===== src/rtl/sleep_ctl_reg.sv =====
module sleep_ctl_reg #(
  parameter int WIN     = 4,
  parameter int ACT_DLY = 3,
  parameter int HOLD    = 3
) (
  input  logic       clk,
  input  logic       rst_n,
  input  logic       wr_en,
  input  logic [7:0] wr_data,
  output logic [7:0] rd_data,
  input  logic       sleep_strobe,
  input  logic       wake,
  output logic       sleep_req,
  output logic [1:0] sleep_mode,
  output logic       bod_off
);
  localparam int WW   = $clog2(WIN + 1);
  localparam int LIFE = ACT_DLY + HOLD;
  localparam int BW   = $clog2(LIFE + 1);

  logic          se;
  logic [1:0]    mode;
  logic [WW-1:0] win_cnt;
  logic [BW-1:0] b_cnt;

  wire win_open    = (win_cnt != '0);
  wire unlock      = wr_en & wr_data[6] & wr_data[5];
  wire set_ok      = wr_en & wr_data[6] & ~wr_data[5] & win_open;
  wire bods        = (b_cnt != '0);
  wire bods_active = bods && (b_cnt <= BW'(HOLD));
  wire take_sleep  = sleep_strobe & se & ~sleep_req & ~wake;

  always_ff @(posedge clk or negedge rst_n)
    if (!rst_n) begin
      se   <= 1'b0;
      mode <= 2'b00;
    end else if (wr_en) begin
      se   <= wr_data[0];
      mode <= wr_data[2:1];
    end

  always_ff @(posedge clk or negedge rst_n)
    if (!rst_n)        win_cnt <= '0;
    else if (unlock)   win_cnt <= WW'(WIN);
    else if (set_ok)   win_cnt <= '0;
    else if (win_open) win_cnt <= win_cnt - WW'(1);

  always_ff @(posedge clk or negedge rst_n)
    if (!rst_n)      b_cnt <= '0;
    else if (set_ok) b_cnt <= BW'(LIFE);
    else if (bods)   b_cnt <= b_cnt - BW'(1);

  always_ff @(posedge clk or negedge rst_n)
    if (!rst_n) begin
      sleep_req  <= 1'b0;
      sleep_mode <= 2'b00;
      bod_off    <= 1'b0;
    end else if (wake) begin
      sleep_req <= 1'b0;
      bod_off   <= 1'b0;
    end else if (take_sleep) begin
      sleep_req  <= 1'b1;
      sleep_mode <= mode;
      bod_off    <= bods_active;
    end

  assign rd_data = {1'b0, bods, win_open, 2'b00, mode, se};
endmodule



===== config.mk =====
export PLATFORM = sky130hd
export DESIGN_NAME = sleep_ctl_reg
export DESIGN_NICKNAME = d
export VERILOG_FILES = /design/src/rtl/sleep_ctl_reg.sv
export SDC_FILE = /design/constraint.sdc
export NUM_CORES = 1
export LEC_CHECK = 0
export BUFFER_PORTS_ARGS = -buffer_cell sky130_fd_sc_hd__buf_2
export CAP_MARGIN = 5
export CORE_MARGIN = 8
export CORE_UTILIZATION = 50
export CTS_CLUSTER_DIAMETER = 50
export DETAILED_ROUTE_END_ITERATION = 8
export MAX_ROUTING_LAYER = met4
export PLACE_DENSITY = 0.8
export SYNTH_ARGS = -nofsm -noshare
export SYNTH_HDL_FRONTEND = slang
export SYNTH_SLANG_ARGS = --single-unit

===== constraint.sdc =====
create_clock -name clk -period 4 [get_ports clk]
set_input_delay 0.8 -clock clk [delete_from_list [all_inputs] [get_ports clk]]
set_output_delay 0.8 -clock clk [all_outputs]
set_load 0.01 [all_outputs]

# After elaboration in Yosys (flattened, before gate mapping)
# Cells that the tools add are included.
# op_classes
n_addsub,2
order_cmp,1
muxes,9
n_bitwise,10
n_reduce_logical,7
# ops
op,count
two-way mux 3 bit,5
nonzero test 3 bit,3
bitwise AND 1 bit,7
"subtractor 3 x 1 -> 3 bit, second input constant",2
two-way mux 1 bit,4
nonzero test 2 bit,2
"less-or-equal comparator 3 x 2 -> 1 bit, second input constant",1
NOT 1 bit,3
AND reduction 2 bit,1
logical AND 1 bit,1
# totals
register_bits,13
out_inout_bits,12

# Depth between registers and ports, before layout
# depth
ltp_word,5
mapped_depth,7
ltp_nobuf,6

# Worst setup path before layout
# No wires, ideal clock.
# synth_timing
path_kind,register to output
startpoint,register win_cnt[0]
endpoint,output rd_data[5]
t_arrival_ps,1038
setup_slack_ps,2162
stages_incl_launch_ff,7
n_path_buf,2
path_cell_list,dfrtp_1 inv_1 ha_1 ha_1 clkbuf_2 inv_1 buf_4
# synth_via
elab_chain_len,1
# synth_rtl
element,line_no,text
start: declaration,23,logic [WW-1:0] win_cnt;
start signal: assignment,44,else if (unlock) win_cnt <= WW'(WIN);
start signal: assignment,46,else if (win_open) win_cnt <= win_cnt - WW'(1);
nonzero test 3 bit,26,wire win_open = (win_cnt != '0);
end: declaration,10,"output logic [7:0] rd_data,"
# No other way between the ends.

# Worst setup path in the final report
# Same ends and word-level chain as after synthesis.

==> impl_metrics.ini <==
[placed_design]
dp.final_hpwl_mm = 1.04
post_place_cells = 93
number_of_input_and_output_port_buffers_inserted = 18
place.gp.congestion = 0.747

[power_and_ir_drop]
switching_power_uw = 173
power.density_cell_area_nw_per_um2 = 611
power.static_leakage_nw = 0.402
clock_power_share = 0.165
overall_power_after_layout_uw = 485
power.share.switching = 0.357
power_frac_comb = 0.414
internal_power_uw = 312
vdd_drop_max_uv = 338
power.sequential.fraction = 0.421

[critical_path]
reg2reg_to = b_cnt[1]
worst_path_largest_cell_delay_ns = 0.40
register_to_register_path_depth = 6
crit_family = adder cells
critPathSlowestCell = dfrtp_1
worstSetupEndpointType = output port
worstPathMaxFanout = 8
regToRegSetupSlack_ns = 2.68
worstPathRequired_ns = 3.20
worstReg2RegStart = win_cnt[0]
critical_path.n_buffers_inverters = 3
setup.worst_path.start_class = flip-flop
cp_num_cells = 5
path_class = reg2out
arrival_ns = 1.37
crit_path_cell_trace = inv_1 -> ha_1 -> ha_1 -> inv_1 -> buf_2

[grt]
number_of_antenna_violations_at_the_first_check_in_global_routing = 0
track_usage = 0.105
grt_start_max_net_pins = 14
grt_pass1_vias = 484
grt-ovfl-total = 0
grt_pass1_wl_mm = 2.10

[timing]
fin_tns_setup_ns = 0
setup_repair_after_global_routing_missed_its_margin = false
final_hold_viol_count = 0
finalClockSkew_ns = 0.00228
timing.fmax_ghz = 0.461
worst_hold_slack_ns = 0.393
finalCriticalPeriod_ns = 2.17
finalMaxSlewViolations = 0
finalSetupViolations = 0
layout_worst_path_cycle_share = 0.542

[routing]
drt-initial-drc-count = 6
drt_pass1_iterations = 2
drc = 0
via_count = 489
avgRoutedWirePerCell_um = 13.3
via_per_inst = 5.04
detail_route.wirelength_mm = 1.29
antenna_left = 0

[clock_tree]
clk_pin_slew_worst_paths_ns = 0.08
cts.hold.buffers_added = 0
cts-root-to-sink-buffers = 2
tritoncts.num_buffers = 3
numClockSinks = 13
tritoncts = built
clock-root-buffer = clkbuf_4
post_cts.repair.setup_buffers = 0
clk-insertion-delay-late_ns = 0.27
post_cts_resize_count = 0
cts-htree-levels = 1

[synth]
netlist_area_sq_um = 701
number_of_synthesized_register_bits = 13
synth_cell_types = 22
seq_area_frac_synth = 0.464
post_synth.cell_area_avg_sq_um = 10.8
yosys_warnings = 0
synth_cells = 65

[floorplanning]
die_outline_height_um = 53.4
initial_utilization = 0.538
ios = 25
core_area_sq_um = 1300
placement_rows = 13
die_area_sq_um = 2860
die_w_um = 53.4

[finish]
diodes = 0
areaGrowthSynthToFinish_pct = 13.2
share_of_final_layout_standard_cells_stronger_than_drive_strength_1 = 0.366
final-instance-count-excl-fill = 97
fin_util = 0.610
nNetsFinal = 101

[hold_path]
hold_class = in2async

[status]
status = completed

[job]
timing.max_cap.violations = 0
[through the flow]
stage	setup WS, ns	cell area (sq um)
finish	1.83	793
global route	1.73	793
CTS	1.81	793
detailed placement	2.13	767
global placement	2.14	767
floorplan	2.16	708
[Yosys cell counts (all sizes together)]
cell type | n | area share
nor2 | 3 | 0.016
o21ai | 3 | 0.021
clkbuf | 1 | 0.0071
mux2 | 5 | 0.091
inv | 7 | 0.038
o31ai | 2 | 0.021
nand3 | 3 | 0.021
o311ai | 2 | 0.036
a21oi | 2 | 0.014
conb | 1 | 0.0054
ha | 5 | 0.089
nand2 | 6 | 0.032
o211ai | 1 | 0.011
and2b | 1 | 0.013
dfrtp | 13 | 0.46
xnor2 | 1 | 0.013
buf | 6 | 0.064
nor2b | 1 | 0.0089
and4bb | 1 | 0.023
and2 | 1 | 0.011
[layer usage]
| metal | wire (um) | share of wire | global-route usage |
|---|---|---|---|
| met5 | 0 | 0 | - |
| met2 | 617 | 0.48 | 0.168 |
| met1 | 528 | 0.41 | 0.104 |
| met4 | 21 | 0.016 | 0.0504 |
| met3 | 123 | 0.095 | 0.0532 |
[worst max path at each step]
| stage | from | end | slack, ns |
|---|---|---|---|
| 2_1_floorplan | win_cnt[0] | rd_data[5] | 2.16 |
| 3_3_place_gp | win_cnt[0] | rd_data[5] | 2.14 |
| 3_5_place_dp | b_cnt[0] | rd_data[6] | 2.13 |
| 4_1_cts | win_cnt[0] | rd_data[5] | 1.81 |
| 5_1_grt | b_cnt[0] | rd_data[6] | 1.73 |
| 6_report | win_cnt[0] | rd_data[5] | 1.83 |
[flip-flops by register name, indices dropped and copies added, names as in the netlist]
signal      flops
mode            2
bod_off         1
b_cnt           3
win_cnt         3
se              1
sleep_mode      2
sleep_req       1
[power groups by stage]
stage / combinational (mW) / sequential [mW] / clock, mW
after floorplan: 0.163 / 0.205 / 0
after global placement: 0.195 / 0.202 / 0
after detailed placement: 0.202 / 0.208 / 0
after CTS: 0.205 / 0.205 / 0.0843
after global routing: 0.231 / 0.209 / 0.0909
final: 0.201 / 0.204 / 0.0800
[cell families (layout without fill, tap and decap cells)]
family | Yosys count | after routing | synth area share
simple gates | 16 | 16 | 0.125
buf+inv | 14 | 29 | 0.109
flops | 13 | 13 | 0.464
compound gates | 10 | 10 | 0.104
fa+ha+maj | 5 | 5 | 0.0893
mux | 5 | 5 | 0.0911
other cells | 1 | 3 | 0.00535
xor+xnor | 1 | 1 | 0.0125
[worst reg2reg max path: cells and delay by family (launching register included)]
kind / cells / cell delay [ns]
AOI/OAI and AO/OA: 1 / 0.09
and+or+nand+nor: 2 / 0.26
buffers and inverters: 1 / 0.05
DFF: 1 / 0.37
adders and majority gates: 2 / 0.46
[area by class of cell]
type / instances / area [sq um]
fill: 121 / 508
multi-input combinational: 40 / 307
tap: 15 / 18.8
sequential: 13 / 325
inverter: 7 / 26.3
clock buffer: 4 / 26.3
timing repair buffer: 18 / 90.1
[cells in the final DEF (no fill, tap or decap), drive strengths merged]
cell type	netlist	final
buf	6	18
dfrtp	13	13
inv	7	7
nand2	6	6
ha	5	5
mux2	5	5
clkbuf	1	4
nor2	3	3
nand3	3	3
o21ai	3	3
conb	1	3
a21oi	2	2
o31ai	2	2
o311ai	2	2
and2b	1	1
and2	1	1
o211ai	1	1
xnor2	1	1
and4bb	1	1
nor2b	1	1
(Power assumes the default switching activity.)
